==> config.mk <==
export PLATFORM = sky130hd
export DESIGN_NAME = mdio_cmd_master
export DESIGN_NICKNAME = d
export VERILOG_FILES = /design/src/rtl/mdio_pkg.sv /design/src/rtl/mdio_clk_div.sv /design/src/rtl/mdio_frame_seq.sv /design/src/rtl/mdio_cmd_master.sv
export SDC_FILE = /design/constraint.sdc
export NUM_CORES = 1
export LEC_CHECK = 0
export ABC_AREA = 1
export ABC_CLOCK_PERIOD_IN_PS = 1600
export BUFFER_PORTS_ARGS = -buffer_cell sky130_fd_sc_hd__buf_2
export CORE_AREA = 2 2 104 106
export CTS_BUF_LIST = sky130_fd_sc_hd__clkbuf_4
export CTS_CLUSTER_DIAMETER = 200
export CTS_CLUSTER_SIZE = 28
export DETAILED_ROUTE_END_ITERATION = 16
export DIE_AREA = 0 0 106 108
export PLACE_DENSITY = 0.78
export SLEW_MARGIN = 5
export SYNTH_ARGS = -nofsm -noshare
export SYNTH_HDL_FRONTEND = slang
export SYNTH_SLANG_ARGS = --single-unit
export TNS_END_PERCENT = 5
==> constraint.sdc <==
create_clock -name clk -period 1.6 [get_ports clk]
set_clock_uncertainty 0.2 [all_clocks]
set_input_delay 0.32 -clock clk [delete_from_list [all_inputs] [get_ports clk]]
set_output_delay 0.32 -clock clk [all_outputs]
set_load 0.02 [all_outputs]
==> src/rtl/mdio_pkg.sv <==
package mdio_pkg;
  localparam int FRAME_BITS = 64;
  localparam int DATA_BITS  = 16;
  localparam int IDX_W      = $clog2(FRAME_BITS);
  localparam int TA_POS     = FRAME_BITS - DATA_BITS - 2;
  localparam int DATA_POS   = FRAME_BITS - DATA_BITS;
  localparam int ACC_BIT    = 31;

  typedef struct packed {
    logic [4:0]           regad;
    logic [4:0]           port;
    logic [1:0]           op;
    logic [1:0]           st;
    logic [DATA_BITS-1:0] data;
  } mdio_cmd_t;

  function automatic logic op_is_read(logic [1:0] op);
    return op[1];
  endfunction

  function automatic mdio_cmd_t cmd_of_word(logic [31:0] w);
    return mdio_cmd_t'(w[29:0]);
  endfunction

  function automatic logic [FRAME_BITS-1:0] build_frame(mdio_cmd_t c);
    logic [1:0]           ta;
    logic [DATA_BITS-1:0] d;
    ta = op_is_read(c.op) ? 2'b00 : 2'b10;
    d  = op_is_read(c.op) ? '0 : c.data;
    return {{32{1'b1}}, c.st, c.op, c.port, c.regad, ta, d};
  endfunction

  function automatic logic [31:0] pack_status(logic busy, mdio_cmd_t c);
    return {busy, 1'b0, c};
  endfunction
endpackage

==> src/rtl/mdio_clk_div.sv <==
module mdio_clk_div #(
  parameter int HALF_DIV = 4
) (
  input  logic clk,
  input  logic rst_n,
  input  logic run,
  output logic mdc,
  output logic rise_ev,
  output logic fall_ev
);
  localparam int CW = (HALF_DIV > 1) ? $clog2(HALF_DIV) : 1;
  localparam logic [CW-1:0] LAST = CW'(HALF_DIV - 1);

  logic [CW-1:0] cnt;
  logic          wrap;

  assign wrap    = (cnt == LAST);
  assign rise_ev = run & wrap & ~mdc;
  assign fall_ev = run & wrap & mdc;

  always_ff @(posedge clk or negedge rst_n) begin
    if (!rst_n) begin
      cnt <= '0;
      mdc <= 1'b0;
    end else if (!run) begin
      cnt <= '0;
      mdc <= 1'b0;
    end else if (wrap) begin
      cnt <= '0;
      mdc <= ~mdc;
    end else begin
      cnt <= cnt + 1'b1;
    end
  end
endmodule

==> src/rtl/mdio_frame_seq.sv <==
module mdio_frame_seq
  import mdio_pkg::*;
(
  input  logic                  clk,
  input  logic                  rst_n,
  input  logic                  start,
  input  logic [FRAME_BITS-1:0] frame_in,
  input  logic                  rd_in,
  input  logic                  rise_ev,
  input  logic                  fall_ev,
  input  logic                  mdio_i,
  output logic                  busy,
  output logic                  done_ev,
  output logic                  mdio_o,
  output logic                  mdio_oe,
  output logic [DATA_BITS-1:0]  rd_data
);
  logic [FRAME_BITS-1:0] sh;
  logic [IDX_W-1:0]      idx;
  logic                  rd_q;
  logic                  last_bit;
  logic                  in_release;
  logic                  in_data;

  assign last_bit   = (idx == IDX_W'(FRAME_BITS - 1));
  assign in_release = rd_q & (idx >= IDX_W'(TA_POS));
  assign in_data    = rd_q & (idx >= IDX_W'(DATA_POS));
  assign done_ev    = busy & fall_ev & last_bit;
  assign mdio_o     = sh[FRAME_BITS-1];
  assign mdio_oe    = busy & ~in_release;

  always_ff @(posedge clk or negedge rst_n) begin
    if (!rst_n) begin
      busy    <= 1'b0;
      sh      <= '0;
      idx     <= '0;
      rd_q    <= 1'b0;
      rd_data <= '0;
    end else if (start) begin
      busy <= 1'b1;
      sh   <= frame_in;
      idx  <= '0;
      rd_q <= rd_in;
    end else if (busy) begin
      if (rise_ev && in_data) begin
        rd_data <= {rd_data[DATA_BITS-2:0], mdio_i};
      end
      if (fall_ev) begin
        if (last_bit) begin
          busy <= 1'b0;
        end else begin
          idx <= idx + 1'b1;
          sh  <= {sh[FRAME_BITS-2:0], 1'b0};
        end
      end
    end
  end
endmodule

==> src/rtl/mdio_cmd_master.sv <==
module mdio_cmd_master
  import mdio_pkg::*;
#(
  parameter int HALF_DIV = 4
) (
  input  logic        clk,
  input  logic        rst_n,
  input  logic        cmd_wr,
  input  logic [31:0] cmd_wdata,
  output logic [31:0] cmd_rdata,
  output logic        mdc,
  output logic        mdio_o,
  output logic        mdio_oe,
  input  logic        mdio_i
);
  mdio_cmd_t            cmd_q;
  mdio_cmd_t            cmd_in;
  logic                 busy;
  logic                 accept;
  logic                 start_ev;
  logic                 done_ev;
  logic                 rise_ev;
  logic                 fall_ev;
  logic [DATA_BITS-1:0] rd_data;

  assign cmd_in   = cmd_of_word(cmd_wdata);
  assign accept   = cmd_wr & ~busy;
  assign start_ev = accept & cmd_wdata[ACC_BIT];

  always_ff @(posedge clk or negedge rst_n) begin
    if (!rst_n) begin
      cmd_q <= '0;
    end else if (accept) begin
      cmd_q <= cmd_in;
    end else if (done_ev && op_is_read(cmd_q.op)) begin
      cmd_q.data <= rd_data;
    end
  end

  assign cmd_rdata = pack_status(busy, cmd_q);

  mdio_clk_div #(.HALF_DIV(HALF_DIV)) div_i (
    .clk     (clk),
    .rst_n   (rst_n),
    .run     (busy),
    .mdc     (mdc),
    .rise_ev (rise_ev),
    .fall_ev (fall_ev)
  );

  mdio_frame_seq seq_i (
    .clk      (clk),
    .rst_n    (rst_n),
    .start    (start_ev),
    .frame_in (build_frame(cmd_in)),
    .rd_in    (op_is_read(cmd_in.op)),
    .rise_ev  (rise_ev),
    .fall_ev  (fall_ev),
    .mdio_i   (mdio_i),
    .busy     (busy),
    .done_ev  (done_ev),
    .mdio_o   (mdio_o),
    .mdio_oe  (mdio_oe),
    .rd_data  (rd_data)
  );
endmodule

; Word level (Yosys, flattened, before mapping)
; Index checks and enable logic that the tools add are counted.
[totals]
reg_bits = 121
out_inout_bits = 35
wordCells = 61
[op_classes]
add_sub_neg = 2
magnitude_cmp = 2
n_eq_ne = 4
muxes = 20
n_bitwise = 14
reduce_logical = 7
[ops]
columns = cell, n
row1 = $mux W64, 4
row2 = $mux W16, 3
row3 = $mux W6, 4
row4 = $ge A6 B6 Y1 const B, 2
row5 = $and A1 B1 Y1, 10
row6 = $add A6 B1 Y6 const B, 1
row7 = $eq A6 B6 Y1 const B, 1
row8 = $mux W1, 6
row9 = $mux W2, 3
row10 = $reduce_and A3 Y1, 2
row11 = $reduce_bool A2 Y1, 3
row12 = $not A1 Y1, 4
row13 = $add A2 B1 Y2 const B, 1
row14 = $eq A2 B2 Y1 const B, 1
row15 = $logic_and A1 B1 Y1, 2
row16 = $ne A2 B1 Y1 const B, 1
row17 = $ne A2 B2 Y1 const B, 1

; Logic depth before layout (Yosys ltp)
[logic_depth]
word_depth = 8
depth_mapped = 9
mapped_depth_nobuf = 8

; Modules after synthesis
; A second synthesis with hierarchy kept.
[hier_totals]
cells_unflattened = 777
hier_area_um2 = 6160.9
[modules_own_cells]
columns = mod, n_inst, cells_each, area_each_um2, seq_area_each_um2
row1 = mdio_frame_seq, 1, 538, 4474.3, 2202.1
row2 = mdio_cmd_master, 1, 223, 1551.5, 750.7
row3 = mdio_clk_div, 1, 16, 135.1, 75.1

; Least setup slack after synthesis
; OpenSTA, ideal clock, no wires.
[synth_timing]
path_type = reg-to-reg
startpoint = reg seq_i.idx[1]
endpoint = reg cmd_q, in the netlist cmd_rdata[10]
setup_time_ps = 117
arrival_ps = 1341
t_required_ps = 1283
slack_ps = -58
stages_incl_launch_ff = 8
n_path_buf = 1
period_less_slack_ps = 1658
cell_sequence = dfrtp_1 -> ha_1 -> nand3_2 -> nor2_4 -> nand3_4 -> buf_2 -> nand3_1 -> nand2_1
[synth_between]
elab_chain_cells = 4
[synth_lines]
columns = element, line
row1 = start: declaration, mdio_frame_seq.sv:19  ; logic [IDX_W-1:0] idx;
row2 = start signal: assignment, mdio_frame_seq.sv:52  ; idx <= idx + 1'b1;
row3 = $eq A6 B6 Y1, mdio_frame_seq.sv:25  ; assign last_bit = (idx == IDX_W'(FRAME_BITS - 1));
row4 = $and A1 B1 Y1, mdio_frame_seq.sv:28  ; assign done_ev = busy & fall_ev & last_bit;
row5 = $logic_and A1 B1 Y1, mdio_cmd_master.sv:35  ; end else if (done_ev && op_is_read(cmd_q.op)) begin
row6 = $reduce_bool A2 Y1 (no source line), --
row7 = end signal: assignment, mdio_cmd_master.sv:34  ; cmd_q <= cmd_in;
row8 = end: declaration, mdio_cmd_master.sv:16  ; mdio_cmd_t cmd_q;
; Every way passes these cells.
; A chain may end at the register's enable or synchronous reset.

; Worst setup path in the final report
[layout_timing]
startpoint = reg seq_i.idx[0]
endpoint = out mdio_oe
[layout_between]
elab_chain_cells = 4
[layout_lines]
columns = element, line
row1 = $ge A6 B6 Y1, mdio_frame_seq.sv:26  ; assign in_release = rd_q & (idx >= IDX_W'(TA_POS));
row2 = $and A1 B1 Y1, mdio_frame_seq.sv:26
row3 = $not A1 Y1, mdio_frame_seq.sv:30  ; assign mdio_oe = busy & ~in_release;
row4 = $and A1 B1 Y1, mdio_frame_seq.sv:30
row5 = end: declaration, mdio_cmd_master.sv:13  ; output logic mdio_oe,
; Every way passes these cells.

==> impl_results.md <==
* Max Transition Viols Final at 0
* Starting utilization of the core area at 53.4%
* Top flip-flop cell by instance count after synthesis: sky130_fd_sc_hd__dfrtp_1
* Average wire per standard cell at 15.0 um
* HPWL after detailed placement at 8320 um
* Utilization of the core after routing at between 70% and 80%
* Critical path type: reg2out
* Kind of launch point of the worst setup path: flip-flop
* Synthesized-area fraction occupied by adder cells at less than 1%
* Iter 0 DRT Violations at 402
* LEAKAGE at between 3 and 4 nW
* Remaining antenna violation count after routing at 0
* Fraction of final layout cells with drive strength greater than 1 at approximately a quarter
* Height of the die at 108 um
* Failing checks: negative setup slack
* Number of detailed-route iterations in the first pass at 5
* IO Count at 71
* Post-synthesis net count at 706
* Launch point of the worst path: seq_i.idx[0]$_DFFE_PN0P_
* Status: finished, violations left
* Number of antenna violations at the first check in global routing at 1
* Internal portion of total power at around 4.3 mW
* Fmax achieved at 445 MHz
* Total of flip-flops plus latches after synthesis at 121
* Number of H-tree levels at 4
* Floorplan row count at 37
* Clock-pin slew on the worst setup and hold paths at around 0.11 ns
* Crit. End Element: output pin
* Hold violation total from the final report at 0
* Overflow after GRT at 0
* Sequential area share after synthesis at 55.4%
* Fin area at around 7200 um^2
* Combinational group share of total power at 4.0%
* Clk network pwr share at between 40% and 50%
* Clock Latency Late Sink at 0.54 ns
* Critical-path maximum fanout at 2
* Cell Area, Synth at 5460 um^2
* Endpoint required time on the critical path at 1.08 ns
* Cell depth of the worst flop-to-flop path at 10
* Via count at ~5000
* Number of sinks handled by clock tree synthesis at between 100 and 150
* Startpoint of the most critical register-to-register path: seq_i.idx[1]$_DFFE_PN0P_
* Mean number of vias per cell at between 5 and 6
* Kind of path behind the tightest hold check: in2async
* Post-synth cell types at 28
* PD cells at 760 nW/um^2
* Worst path setup slack after routing at -0.647 ns
* Period utilization at 140%
* Largest cells by area after synthesis: sky130_fd_sc_hd__dfrtp_1, sky130_fd_sc_hd__nand2_1, sky130_fd_sc_hd__nand3_1
* Cell with the most instances after synthesis: sky130_fd_sc_hd__nand2_1
* Number of warnings reported in the yosys synthesis log at 0
* Dominant cell type by area after synthesis: sky130_fd_sc_hd__dfrtp_1
* Unrepaired setup endpoints after global routing: true
* Sw Ratio at 22.4%
* Number of enable flip-flop cells after synthesis at 0
* Synth Area per Inst at ~8.2 um^2
* Area of the core region at 10200 um^2
* Worst supply voltage drop on vdd at 0.000581 V
* Mux share of post-synthesis cell area at 0.206%
* I/O Buffers at 68
* Cell count after synthesis at about 670
* Final Wtd Congestion at 0.857
* Total CTS buffers at 17
* Dominant combinational cell family by area after synthesis: simple AND/OR/NAND/NOR gates
* Simple-gate portion of the synthesized area at 30.7%
* Sequential share of power at approximately 56%
* R2R Setup Slk at -0.31 ns
* Net Sw Power at around 1.2 mW
* Share of Yosys cell area claimed by the top area cell type at between 50% and 60%
* Number of global-route vias before repair at 4838
* Layout net count at 841
* Die span in x at around 110 um
* Total Wirelength at 14200 um
* Post-detailed-route DRC marker count at 0
* Final setup violation count at 117
* CTS Root Cell: sky130_fd_sc_hd__clkbuf_4
* Relative area change from synthesis to final layout at 32.2%
* Most used standard cells in the synthesized netlist: sky130_fd_sc_hd__nand2_1, sky130_fd_sc_hd__dfrtp_1, sky130_fd_sc_hd__nand3_1
* Synthesized-area fraction occupied by ao, oa, aoi and oai cells at 6.25%
* Total routing usage reported by global routing at 25.0%
* Clock tree from TritonCTS: built
* Clock Path Buffers at 2
* Maximum number of pins on one net before global-route repair at 40
* Asr flop ratio synth at 100%
* Overall die area at 11400 um^2
* Arrival time at the worst endpoint at 1.73 ns
* # Max-Cap Violations at 0
* Destination of the worst register-to-register timing path: seq_i.sh[7]$_DFFE_PN0P_
* Cell area reported after detailed placement at 6130 um^2
* Total negative slack at -18.87 ns
* Place WS at -0.136 ns
* Global-route wire length before repair at 22400 um
* Clock period minus final worst setup slack at 2.25 ns
* Fraction of synthesized cell area in xor and xnor cells at 0.160%
==> cells in the final DEF, fill, tap and decap left out, drive strengths merged <==
| master | Yosys | final |
|---|---|---|
| dfrtp | 121 | 121 |
| inv | 32 | 32 |
| mux2 | 1 | 1 |
| diode | 0 | 1 |
| dlygate4sd3 | 0 | 32 |
| nand2 | 315 | 315 |
| clkbuf | 8 | 22 |
| a31oi | 1 | 1 |
| o21bai | 2 | 2 |
| or2 | 2 | 2 |
| xor2 | 1 | 1 |
| clkinvlp | 0 | 2 |
| ha | 3 | 3 |
| clkinv | 0 | 6 |
| conb | 1 | 1 |
| nor2 | 27 | 27 |
| nand3 | 55 | 55 |
| a21oi | 26 | 26 |
| bufinv | 0 | 3 |
| nand4 | 3 | 3 |
| buf | 31 | 121 |
| o21ai | 38 | 38 |
==> stage by stage <==
step	power, mW	hold WS (ns)	std cells
floorplan	3.14	-0.176	667
global placement	3.27	0.0688	870
detailed placement	3.28	0.0675	870
CTS	5.51	0.0176	943
global route	5.68	0.0220	951
finish	5.49	0.0324	951
==> power by group through the flow <==
stage                     clock network, mW  registers [mW]  logic (mW)
final                                  2.21            3.06       0.218
after CTS                              2.24            3.06       0.219
after detailed placement                  0            3.12       0.158
after floorplan                           0            3.12      0.0181
after global placement                    0            3.12       0.156
after global routing                   2.38            3.06       0.240
==> metal layers <==
layer / global-route usage (%) / share of wire [%] / up-vias
met2: 40.3 / 50 / 180
li1: - / - / 2363
met1: 31.4 / 41 / 2442
met4: 12.5 / 4.0 / 0
met5: 0 / 0 / -
met3: 6.69 / 5.2 / 60
==> flip-flops by register name, summed over array words and instances, names as in the netlist <==
name	count
div_i.cnt	2
cmd_rdata	30
seq_i.sh	64
seq_i.rd_data	16
div_i.mdc	1
seq_i.busy	1
seq_i.idx	6
seq_i.rd_q	1
==> worst max-delay path by stage <==
stage	end	slack (ns)	cells after the start
after floorplan	seq_i.sh[57]$_DFFE_PN0P_	-0.05	8
after global placement	mdio_oe	-0.12	6
after detailed placement	seq_i.sh[9]$_DFFE_PN0P_	-0.14	9
after CTS	mdio_oe	-0.69	7
after global routing	mdio_oe	-0.73	7
final	mdio_oe	-0.65	7
==> critical path, cell delays in order, from the launching register on <==
cell and delay [ns]:
sky130_fd_sc_hd__dfrtp_1 0.38, sky130_fd_sc_hd__buf_6 0.11, sky130_fd_sc_hd__inv_2 0.04, sky130_fd_sc_hd__ha_4 0.15
sky130_fd_sc_hd__nor2_2 0.09, sky130_fd_sc_hd__o21ai_1 0.08, sky130_fd_sc_hd__a31oi_1 0.17, sky130_fd_sc_hd__buf_4 0.18
==> cell type report <==
class	count	area, um^2
multi-input combinational	475	2230
timing repair buffer	155	1390
sequential	121	3030
antenna	1	2.50
clock buffer	20	150
tap	136	170
fill	727	3010
inverter	32	123
clock inverter	11	130
==> what timing repair did <==
action,CTS,global route
endpoints found under the setup margin,122,151
pin swaps,6,12
hold buffers,32,0
gates cloned,4,2
setup buffers,6,6
gates resized for setup,24,59
endpoints found under the hold margin,182,0
==> kinds of logic (layout without fill, tap and decap cells) <==
logic type,after synthesis,in the layout
and+or+nand+nor,402,402
DFF,121,121
buffers and inverters,71,218
AOI/OAI and AO/OA,67,67
adders and majority gates,3,3
other,1,2
xor gates and xnor gates,1,1
muxes,1,1
Note: power is estimated with default switching activity, not from simulation.
